## config.mk

```make
export PLATFORM = sky130hd
export DESIGN_NAME = i2c_word_slave
export DESIGN_NICKNAME = d
export VERILOG_FILES = /design/src/rtl/i2c_ws_pkg.sv /design/src/rtl/i2c_ws_sync.sv /design/src/rtl/i2c_ws_events.sv /design/src/rtl/i2c_word_slave.sv
export SDC_FILE = /design/constraint.sdc
export NUM_CORES = 1
export LEC_CHECK = 0
export CORE_UTILIZATION = 35
export DETAILED_ROUTE_END_ITERATION = 16
export DONT_BUFFER_PORTS = 1
export GPL_ROUTABILITY_DRIVEN = 0
export HOLD_SLACK_MARGIN = 0.15
export PLACE_DENSITY_LB_ADDON = 0.08
export SLEW_MARGIN = 10
export SYNTH_ARGS = -nofsm -noshare
export SYNTH_HDL_FRONTEND = slang
export SYNTH_HIERARCHICAL = 1
export SYNTH_SLANG_ARGS = --single-unit
```

## constraint.sdc

```tcl
create_clock -name clk -period 3.28 [get_ports clk]
set_input_delay 0.328 -clock clk [delete_from_list [all_inputs] [get_ports clk]]
set_output_delay 0.328 -clock clk [all_outputs]
set_load 0.01 [all_outputs]
```

## src/rtl/i2c_ws_pkg.sv

```systemverilog
package i2c_ws_pkg;

    typedef enum logic [3:0] {
        ST_IDLE,
        ST_RX_ADDR,
        ST_ACK_ADDR,
        ST_RX_PTR,
        ST_ACK_PTR,
        ST_RX_DHI,
        ST_ACK_DHI,
        ST_RX_DLO,
        ST_ACK_DLO,
        ST_TX_DHI,
        ST_MACK_HI,
        ST_TX_DLO,
        ST_MACK_LO,
        ST_IGNORE
    } ws_state_e;

    // upper five bits of a high-speed master code
    localparam logic [4:0] HS_CODE_TOP = 5'b00001;

endpackage

```

## src/rtl/i2c_ws_sync.sv

```systemverilog
module i2c_ws_sync #(
    parameter int   STAGES    = 2,
    parameter logic RESET_VAL = 1'b1
) (
    input  logic clk,
    input  logic rst_n,
    input  logic din,
    output logic dout
);
    logic [STAGES-1:0] pipe;

    always_ff @(posedge clk or negedge rst_n) begin
        if (!rst_n) pipe <= {STAGES{RESET_VAL}};
        else        pipe <= {pipe[STAGES-2:0], din};
    end

    assign dout = pipe[STAGES-1];
endmodule

```

## src/rtl/i2c_ws_events.sv

```systemverilog
module i2c_ws_events (
    input  logic clk,
    input  logic rst_n,
    input  logic scl_s,
    input  logic sda_s,
    output logic scl_rise,
    output logic scl_fall,
    output logic start_evt,
    output logic stop_evt
);
    logic scl_p, sda_p;

    always_ff @(posedge clk or negedge rst_n) begin
        if (!rst_n) begin
            scl_p <= 1'b1;
            sda_p <= 1'b1;
        end else begin
            scl_p <= scl_s;
            sda_p <= sda_s;
        end
    end

    assign scl_rise  = scl_s & ~scl_p;
    assign scl_fall  = ~scl_s & scl_p;
    assign start_evt = scl_s & scl_p & sda_p & ~sda_s;
    assign stop_evt  = scl_s & scl_p & ~sda_p & sda_s;
endmodule

```

## src/rtl/i2c_word_slave.sv

```systemverilog
module i2c_word_slave
    import i2c_ws_pkg::*;
#(
    parameter int PTR_W       = 8,
    parameter int SYNC_STAGES = 2
) (
    input  logic                 clk,
    input  logic                 rst_n,
    input  logic [5:0]           dev_addr,
    input  logic                 scl_in,
    input  logic                 sda_in,
    output logic                 sda_oe,
    output logic                 hs_mode,
    output logic [PTR_W-1:0]     reg_addr,
    output logic [15:0]          reg_wdata,
    output logic                 reg_we,
    input  logic [15:0]          reg_rdata
);
    localparam int BYTE_W = 8;
    localparam int WORD_W = 2 * BYTE_W;
    localparam int CNT_W  = $clog2(BYTE_W + 1);
    localparam logic [CNT_W-1:0] CNT_FULL = CNT_W'(BYTE_W);
    localparam logic [CNT_W-1:0] CNT_LAST = CNT_W'(BYTE_W - 1);

    // ---------------- input conditioning ----------------
    logic [1:0] raw_lines, sync_lines;
    logic       scl_s, sda_s;
    logic       scl_rise, scl_fall, start_evt, stop_evt;

    assign raw_lines = {sda_in, scl_in};

    for (genvar g = 0; g < 2; g++) begin : g_sync
        i2c_ws_sync #(.STAGES(SYNC_STAGES), .RESET_VAL(1'b1)) u_sync (
            .clk  (clk),
            .rst_n(rst_n),
            .din  (raw_lines[g]),
            .dout (sync_lines[g])
        );
    end

    assign scl_s = sync_lines[0];
    assign sda_s = sync_lines[1];

    i2c_ws_events u_events (
        .clk      (clk),
        .rst_n    (rst_n),
        .scl_s    (scl_s),
        .sda_s    (sda_s),
        .scl_rise (scl_rise),
        .scl_fall (scl_fall),
        .start_evt(start_evt),
        .stop_evt (stop_evt)
    );

    // ---------------- state and datapath ----------------
    ws_state_e          state, nxt;
    logic [CNT_W-1:0]   bit_cnt;
    logic [BYTE_W-1:0]  rx_sh, tx_sh, rd_lo, dhi;
    logic [PTR_W-1:0]   ptr;
    logic [WORD_W-1:0]  wdata_q;
    logic               we_q, hs_q, rw_q, mack_ok;
    logic               byte_in, last_out, addr_hit, mcode;

    assign byte_in  = scl_fall && (bit_cnt == CNT_FULL);
    assign last_out = scl_fall && (bit_cnt == CNT_LAST);
    assign addr_hit = rx_sh[7] && (rx_sh[6:1] == dev_addr);
    assign mcode    = (rx_sh[7:3] == HS_CODE_TOP);

    // state register
    always_ff @(posedge clk or negedge rst_n) begin
        if (!rst_n) state <= ST_IDLE;
        else        state <= nxt;
    end

    // next-state logic
    always_comb begin
        nxt = state;
        if (stop_evt) begin
            nxt = ST_IDLE;
        end else if (start_evt) begin
            nxt = ST_RX_ADDR;
        end else begin
            unique case (state)
                ST_IDLE:     nxt = ST_IDLE;
                ST_RX_ADDR:  if (byte_in)  nxt = addr_hit ? ST_ACK_ADDR : ST_IGNORE;
                ST_ACK_ADDR: if (scl_fall) nxt = rw_q ? ST_TX_DHI : ST_RX_PTR;
                ST_RX_PTR:   if (byte_in)  nxt = ST_ACK_PTR;
                ST_ACK_PTR:  if (scl_fall) nxt = ST_RX_DHI;
                ST_RX_DHI:   if (byte_in)  nxt = ST_ACK_DHI;
                ST_ACK_DHI:  if (scl_fall) nxt = ST_RX_DLO;
                ST_RX_DLO:   if (byte_in)  nxt = ST_ACK_DLO;
                ST_ACK_DLO:  if (scl_fall) nxt = ST_RX_DHI;
                ST_TX_DHI:   if (last_out) nxt = ST_MACK_HI;
                ST_MACK_HI:  if (scl_fall) nxt = mack_ok ? ST_TX_DLO : ST_IGNORE;
                ST_TX_DLO:   if (last_out) nxt = ST_MACK_LO;
                ST_MACK_LO:  if (scl_fall) nxt = mack_ok ? ST_TX_DHI : ST_IGNORE;
                ST_IGNORE:   nxt = ST_IGNORE;
                default:     nxt = ST_IDLE;
            endcase
        end
    end

    // datapath registers
    always_ff @(posedge clk or negedge rst_n) begin
        if (!rst_n) begin
            bit_cnt <= '0;
            rx_sh   <= '0;
            tx_sh   <= '0;
            rd_lo   <= '0;
            dhi     <= '0;
            ptr     <= '0;
            wdata_q <= '0;
            we_q    <= 1'b0;
            hs_q    <= 1'b0;
            rw_q    <= 1'b0;
            mack_ok <= 1'b0;
        end else begin
            we_q <= 1'b0;
            if (we_q) ptr <= ptr + 1'b1;
            if (stop_evt) hs_q <= 1'b0;
            if (stop_evt || start_evt) begin
                bit_cnt <= '0;
            end else begin
                case (state)
                    ST_RX_ADDR, ST_RX_PTR, ST_RX_DHI, ST_RX_DLO: begin
                        if (scl_rise) begin
                            rx_sh   <= {rx_sh[BYTE_W-2:0], sda_s};
                            bit_cnt <= bit_cnt + 1'b1;
                        end
                        if (byte_in && state == ST_RX_ADDR) begin
                            rw_q <= rx_sh[0];
                            if (mcode) hs_q <= 1'b1;
                        end
                    end
                    ST_ACK_ADDR: if (scl_fall) begin
                        bit_cnt <= '0;
                        if (rw_q) begin
                            tx_sh <= reg_rdata[WORD_W-1:BYTE_W];
                            rd_lo <= reg_rdata[BYTE_W-1:0];
                        end
                    end
                    ST_ACK_PTR: if (scl_fall) begin
                        bit_cnt <= '0;
                        ptr     <= PTR_W'(rx_sh);
                    end
                    ST_ACK_DHI: if (scl_fall) begin
                        bit_cnt <= '0;
                        dhi     <= rx_sh;
                    end
                    ST_ACK_DLO: if (scl_fall) begin
                        bit_cnt <= '0;
                        wdata_q <= {dhi, rx_sh};
                        we_q    <= 1'b1;
                    end
                    ST_TX_DHI, ST_TX_DLO: if (scl_fall) begin
                        if (bit_cnt == CNT_LAST) begin
                            bit_cnt <= '0;
                            if (state == ST_TX_DLO) ptr <= ptr + 1'b1;
                        end else begin
                            tx_sh   <= {tx_sh[BYTE_W-2:0], 1'b0};
                            bit_cnt <= bit_cnt + 1'b1;
                        end
                    end
                    ST_MACK_HI: begin
                        if (scl_rise) mack_ok <= ~sda_s;
                        if (scl_fall && mack_ok) tx_sh <= rd_lo;
                    end
                    ST_MACK_LO: begin
                        if (scl_rise) mack_ok <= ~sda_s;
                        if (scl_fall && mack_ok) begin
                            tx_sh <= reg_rdata[WORD_W-1:BYTE_W];
                            rd_lo <= reg_rdata[BYTE_W-1:0];
                        end
                    end
                    default: ;
                endcase
            end
        end
    end

    // outputs
    always_comb begin
        unique case (state)
            ST_ACK_ADDR, ST_ACK_PTR, ST_ACK_DHI, ST_ACK_DLO: sda_oe = 1'b1;
            ST_TX_DHI, ST_TX_DLO:                            sda_oe = ~tx_sh[BYTE_W-1];
            default:                                         sda_oe = 1'b0;
        endcase
        hs_mode   = hs_q;
        reg_addr  = ptr;
        reg_wdata = wdata_q;
        reg_we    = we_q;
    end
endmodule

```

==> results of run 1 <==
## flip-flops by register name (all words and copies together) (netlist names)
register	cells
reg_we	1
tx_sh	8
rd_lo	8
mack_ok	1
reg_wdata	16
u_events/scl_p	1
state	4
rw_q	1
hs_mode	1
u_events/sda_p	1
bit_cnt	4
g_sync.u_sync/pipe	4
rx_sh	8
reg_addr	8
dhi	8
## through the flow
step	std cells	cell area [um2]	utilization [%]	setup slack, ns
floorplan	374	3890	-	0.847
global placement	500	4050	37.3	0.689
detailed placement	500	4050	37.3	0.658
CTS	528	4380	40.4	0.646
global route	528	4380	40.4	0.418
finish	528	4380	40.4	0.647
## worst paths after layout
path                            slack, ns  depth (start not counted)                  endpoint
worst max-delay path                 0.65                          7                  tx_sh[3]
worst min-delay path                 0.21                          2                  tx_sh[7]
worst max register to register       0.65                          7                  tx_sh[3]
worst min register to register       0.36                          0  g_sync[0].u_sync/pipe[1]
max in group asynchronous            2.39                          2  g_sync[0].u_sync/pipe[0]
min in group asynchronous            0.53                          2               reg_addr[4]
## kinds of logic (layout without fill, tap and decap cells)
group,count (synthesis),after routing,share of synthesized area (%)
and+or+nand+nor,118,118,16.0
AOI/OAI and AO/OA,86,86,15.6
DFF,74,74,47.8
muxes,42,42,12.1
buffers and inverters,31,45,3.12
xor gates and xnor gates,20,20,4.50
adders and majority gates,3,3,0.964
## area by class of cell
cell class	count	share of cell area, %
Multi-Input combinational cell	269	43.7
Sequential cell	74	42.5
Timing Repair Buffer	21	4.69
Tap cell	140	4.00
Clock buffer	9	2.83
Clock inverter	7	1.60
Inverter	8	0.686
## layout by cell type (no fill, tap or decap), drive strengths merged, types with 4 or more instances in the layout
cell type    count
or3              4
nand4b           4
xnor2           10
dfrtp           68
o21ai           20
nand3            7
nor3             5
a31oi            8
nor2            10
inv             11
nand2b           7
clkbuf           9
a21oi           13
a22oi           11
dlygate4sd3     11
buf             10
dfstp            6
and3             5
nor2b           14
xor2            10
mux2            40
nand2           46
a221oi           5
## routing by layer
metal / vias to the layer above / GRT usage (%) / part of all wire, %
li1: 1387 / - / -
met1: 1434 / 23.5 / 48
met2: 63 / 27.4 / 46
met3: 18 / 3.39 / 3.9
met4: 0 / 8.02 / 2.5
met5: - / 0 / 0
## where the power goes
part | total [mW] | switching [mW] | internal (mW)
clock network | 0.708 | 0.413 | 0.296
logic | 1.05 | 0.564 | 0.489
registers | 1.48 | 0.341 | 1.13
==> flow_summary_export.csv, run 1 <==
group,metric,value,unit
run_status,outcome,"complete, no violations",
synthesis,ys_top_cells_by_count,"68 x dfrtp_1, 46 x nand2_1, 40 x mux2_2",
floorplan,die_area,11600,um2
synthesis,synthArstFlopShare,100,%
synthesis,syn-num-nets,403,
floorplan,initial_utilization,35.9,%
detailed_routing,drtIter0Drc,92,
power,peakVddDrop,230,uV
worst_setup_path,cp_num_buf_inv,2,
timing,post-route-period-util,80.3,%
synthesis,synth_top_cell_by_area,"dfrtp_1",
power,total_power,3.24,mW
clocking,cts_buffer_depth,2,
timing,min_period,2.63,ns
floorplan,core-area,10800,um2
synthesis,avgSynthCellArea,10.4,um2
global_routing,grt_pass1_wl,15500,um
timing,tightest_slew,0.916,ns
placed_design,numPortBuffers,0,
worst_setup_path,critPathTopFamily,"compound AO/OA/AOI/OAI gates",
clocking,numCtsBuffers,9,
timing,fmax,380,MHz
timing,grt_setup_unrepaired,"false",
synthesis,synthCells,374,
hold_path,min_from,"reg_rdata[15]",
synthesis,ys_top_cells_by_area,"dfrtp_1 44%, mux2_2 12%, nand2_1 4.4%, dfstp_2 4.0%, o21ai_0 2.6%",
detailed_routing,ant_nets,0,
hold_path,hold_path_class,"input port to flip-flop",
run,drv_cap,0,
timing,hold_viol,0,
clocking,h-tree-depth,3,
timing,relSlewSlack,39.0,%
power,leakage,1.89,nW
worst_setup_path,worst-path-max-fanout,8,
global_routing,antenna_found_initial,0,
synthesis,synth.top_cell.area_share,43.7,%
clocking,clkLatencyLatePin,0.36,ns
synthesis,synth-edff-count,0,
global_routing,grt_use_total,17.6,%
clocking,cts_tree,"yes",
clocking,root_buffer,"clkbuf_8",
worst_setup_path,r2r-start,"u_events/scl_p",
power,power_density,740,nW/um2
detailed_routing,wl,9370,um
detailed_routing,drc,0,
clocking,holdBufCountCts,12,
synthesis,synth.distinct_cells,57,
floorplan,rows,38,
detailed_routing,vias,2902,
global_routing,gr-total-overflow,0,
clocking,cts_num_sinks,74,
detailed_routing,vias_per_cell,5.50,
clocking,cts.clk_slew.worst_paths,0.09,ns
clocking,ctsResizeCount,0,
cells_and_area,insertedDiodeCount,0,
worst_setup_path,critPathLaunchType,"flip-flop",
worst_setup_path,critPathCaptureType,"flip-flop",
worst_setup_path,arrival,2.87,ns
floorplan,die_x,107,um
timing,setup_violations,0,
worst_setup_path,max_stage_delay,0.66,ns
synthesis,yosys.cell_count.top_type,"dfrtp_1",
timing,tns,0,ns
worst_setup_path,slowest_stage,"a2111oi_4",
timing,timing.hold.ws,0.208,ns
floorplan,die_y,107,um
clocking,postCtsSetupBuffers,0,
cells_and_area,drive_gt1_share,19.8,%
detailed_routing,post_drt_wl_per_cell,17.7,um
cells_and_area,nFillCells,1100,
worst_setup_path,setup.worst_path.start,"u_events/scl_p",
floorplan,num_io_pins,53,
cells_and_area,area_growth,12.4,%
detailed_routing,drtPass1Iterations,6,
synthesis,synthesis.area,3890,um2
worst_setup_path,crit_type,"flip-flop to flip-flop",
cells_and_area,multi_input_area,1910,um2
global_routing,grt_pass1_vias,2959,
synthesis,yosys_warnings,6,
placed_design,dp_hpwl,6280,um
timing,fin_worst_skew,0.0123,ns
cells_and_area,ff_latch_area,1860,um2
synthesis,seq_area_frac_synth,47.8,%
timing,drv_slew,0,
worst_setup_path,required,3.52,ns
cells_and_area,nNetsFinal,412,
synthesis,synth-seq-cells,74,
worst_setup_path,crit_chain,"nor2b_1 > buf_4 > inv_1 > or3_1 > o311a_1 > a2111oi_4 > mux2_2",
global_routing,grt_max_degree,75,
synthesis,ys.flop_type,"dfrtp_1",
Power figures use the tool's default switching activity.
==> run 2, diff against run 1 <==
--- a/config.mk
+++ b/config.mk
@@ -5,6 +5,7 @@
 export SDC_FILE = /design/constraint.sdc
 export NUM_CORES = 1
 export LEC_CHECK = 0
+export ABC_AREA = 1
 export CORE_UTILIZATION = 35
 export DETAILED_ROUTE_END_ITERATION = 16
 export DONT_BUFFER_PORTS = 1
==> constraint.sdc (replaced) <==
create_clock -name clk -period 2.45 [get_ports clk]
set_input_delay 0.245 -clock clk [delete_from_list [all_inputs] [get_ports clk]]
set_output_delay 0.245 -clock clk [all_outputs]
set_load 0.01 [all_outputs]
==> run 2 against run 1 <==
- the flow now finishes with violations (DRC)
- synthesized cell count increased by 57%
- sequential power increased by 30%
- design area increased by 10%
- worst hold slack got worse by 0.043 ns
- largest cell class unchanged
- largest power group unchanged
==> flow_summary_export.csv, run 2 <==
group,metric,value,unit
worst_setup_path,required,2.69,ns
detailed_routing,drc,4,
timing,post-route-period-util,84.8,%
placed_design,numPortBuffers,0,
clocking,numCtsBuffers,9,
synthesis,synthesis.area,4250,um2
floorplan,num_io_pins,53,
cells_and_area,nNetsFinal,634,
detailed_routing,post_drt_wl_per_cell,14.4,um
detailed_routing,vias_per_cell,4.99,
global_routing,grt_max_degree,75,
worst_setup_path,max_stage_delay,0.54,ns
cells_and_area,layout_common_cells,"216 x nand2_1, 68 x dfrtp_1, 60 x nand3_1, 54 x inv_1, 47 x nor2_1",
cells_and_area,largest_register_ff_count,16,
synthesis,synth-seq-cells,74,
clocking,cts_tree,"yes",
synthesis,synth_top_family_by_area,"simple AND/OR/NAND/NOR gates",
worst_setup_path,crit_type,"flip-flop to flip-flop",
power,power_density,1000,nW/um2
synthesis,yosys_warnings,6,
clocking,cts_num_sinks,74,
synthesis,synthArstFlopShare,100,%
global_routing,grt_use_total,18.9,%
synthesis,synth.area.mux_share,0,%
synthesis,synth.top_cell.area_share,40.0,%
worst_setup_path,cp_num_buf_inv,3,
placed_design,dp_hpwl,7850,um
detailed_routing,drtIter0Drc,207,
timing,worst_slack,0.372,ns
synthesis,yosys.area_share.adder,0.883,%
synthesis,ys_top_cells_by_count,"216 x nand2_1, 68 x dfrtp_1, 60 x nand3_1",
clocking,cts.clk_slew.worst_paths,0.06,ns
detailed_routing,wl,10900,um
synthesis,synth-edff-count,0,
timing,fmax,481,MHz
detailed_routing,ant_nets,0,
worst_setup_path,crit_chain,"inv_1 > nor2_1 > buf_4 > inv_1 > a21oi_2 > and3_1 > nand2_8 > nand2_1 > nand2_1",
cells_and_area,insertedDiodeCount,0,
run_status,violations,"DRC",
floorplan,core-area,11600,um2
timing,tns,0,ns
synthesis,seq_area_frac_synth,43.8,%
worst_setup_path,critPathTopFamily,"simple AND/OR/NAND/NOR gates",
timing,drv_slew,0,
timing,min_period,2.08,ns
power,peakVddDrop,442,uV
cells_and_area,fin_util,41.6,%
worst_setup_path,critPathLaunchType,"flip-flop",
synthesis,synth.distinct_cells,39,
global_routing,antenna_found_initial,0,
timing,relSlewSlack,62.6,%
synthesis,avgSynthCellArea,7.21,um2
clocking,clkLatencyLatePin,0.35,ns
synthesis,synthCells,589,
synthesis,synth_xor_area_share,0.206,%
floorplan,die_area,12600,um2
run_status,outcome,"finished with violations",
hold_path,hold_path_class,"input port to flip-flop",
worst_setup_path,worst-path-max-fanout,17,
timing,tightest_slew,0.559,ns
detailed_routing,vias,3758,
floorplan,die_y,112,um
timing,setup_violations,0,
synthesis,yosys.cell_count.top_type,"nand2_1",
worst_setup_path,critPathCaptureType,"flip-flop",
worst_setup_path,slowest_stage,"dfstp_2",
placed_design,dpl_cell_area,4400,um2
synthesis,syn-num-nets,618,
synthesis,ys_top_cells_by_area,"dfrtp_1 40%, nand2_1 19%, nand3_1 7.1%, inv_1 4.8%, nor2_1 4.2%",
clocking,root_buffer,"clkbuf_16",
floorplan,die_x,112,um
synthesis,synth_compound_area_share,11.3,%
cells_and_area,stdcell_area,4830,um2
detailed_routing,drtPass1Iterations,10,
synthesis,ys.flop_type,"dfrtp_1",
clocking,cts_buffer_depth,2,
global_routing,grt_pass1_wl,18400,um
synthesis,synth_top_cell_by_area,"dfrtp_1",
power,leakage,2.43,nW
placed_design,dp_slack,0.388,ns
timing,hold_viol,0,
global_routing,gr-total-overflow,0,
cells_and_area,area_growth,13.7,%
global_routing,grt_pass1_vias,3648,
run,drv_cap,0,
cells_and_area,layout_commonest_cell,"nand2_1",
clocking,h-tree-depth,3,
synthesis,yosys.area_share.simple,36.3,%
floorplan,initial_utilization,36.6,%
worst_setup_path,arrival,2.32,ns
floorplan,rows,39,
timing,grt_setup_unrepaired,"false",
timing,fin_worst_skew,0.00495,ns
cells_and_area,drive_gt1_share,11.8,%
run 2: cell count changes after synthesis, moves of 11 or more:
cell / delta
mux2_2: -40
o21ai_2: +13
nand2_1: +170
nand3_1: +53
inv_1: +47
clkbuf_1: -13
o21ai_0: +14
nor2_1: +37
nor2b_1: -14
a22oi_1: -11
run 2: through the flow:
stage | power (mW) | hold slack, ns | std cells
3_3_place_gp | 3.51 | -0.0485 | 725
3_5_place_dp | 3.52 | -0.0480 | 725
6_report | 4.85 | 0.165 | 753
5_1_grt | 5.26 | 0.186 | 753
2_1_floorplan | 3.10 | -0.0506 | 589
4_1_cts | 4.91 | 0.155 | 753
run 2: cells by family (layout without fill, tap and decap cells):
| logic type | after synthesis | count (layout) |
|---|---|---|
| compound gates | 79 | 79 |
| xor+xnor | 1 | 1 |
| fa+ha+maj | 3 | 3 |
| buf+inv | 76 | 97 |
| flops | 74 | 74 |
| simple gates | 356 | 356 |
run 2: worst min-delay path, cell delays in order:
cell and delay (ns):
nand2_1 0.03, nand3_1 0.07, nand3_1 0.07, nand2_1 0.06
run 2: area by class of cell:
class	count	area [um2]
clock buffers	10	229
clock inverters	6	67.6
fillers	1248	6780
inverters	61	230
multi-input cells	439	2070
flip-flops and latches	74	1860
well taps	143	179
repair buffers	20	198
run 2: report_power, final:
group | switching (mW) | leakage (nW) | internal (mW) | total, mW
Combinational | 1.07 | 1.33 | 0.543 | 1.62
Sequential | 0.362 | 0.953 | 1.56 | 1.92
Clock | 0.525 | 0.139 | 0.789 | 1.31
Total | 1.96 | 2.43 | 2.89 | 4.85
run 2: repair_timing:
action	CTS	global route
buffers inserted	0	0
gates resized for setup	0	0
hold buffers	12	0
hold endpoints to repair	84	0
run 2: path summary, 6_finish.rpt:
kind,depth (start not counted),to,slack [ns],from
max in group asynchronous,2,u_events/scl_p,1.66,rst_n
min,4,tx_sh[1],0.16,reg_rdata[9]
min in group asynchronous,2,reg_wdata[3],0.45,rst_n
max reg2reg,9,tx_sh[0],0.37,u_events/scl_p
min reg2reg,0,g_sync[0].u_sync/pipe[1],0.35,g_sync[0].u_sync/pipe[0]
max,9,tx_sh[0],0.37,u_events/scl_p
run 2: routing by layer:
metal  vias up  track usage [%]  share of wire, %
met5         -                0                 0
met4         0             7.29               2.5
met3        20             5.94               5.1
met2        90             28.7                45
met1      1730             25.0                47
li1       1918                -                 -
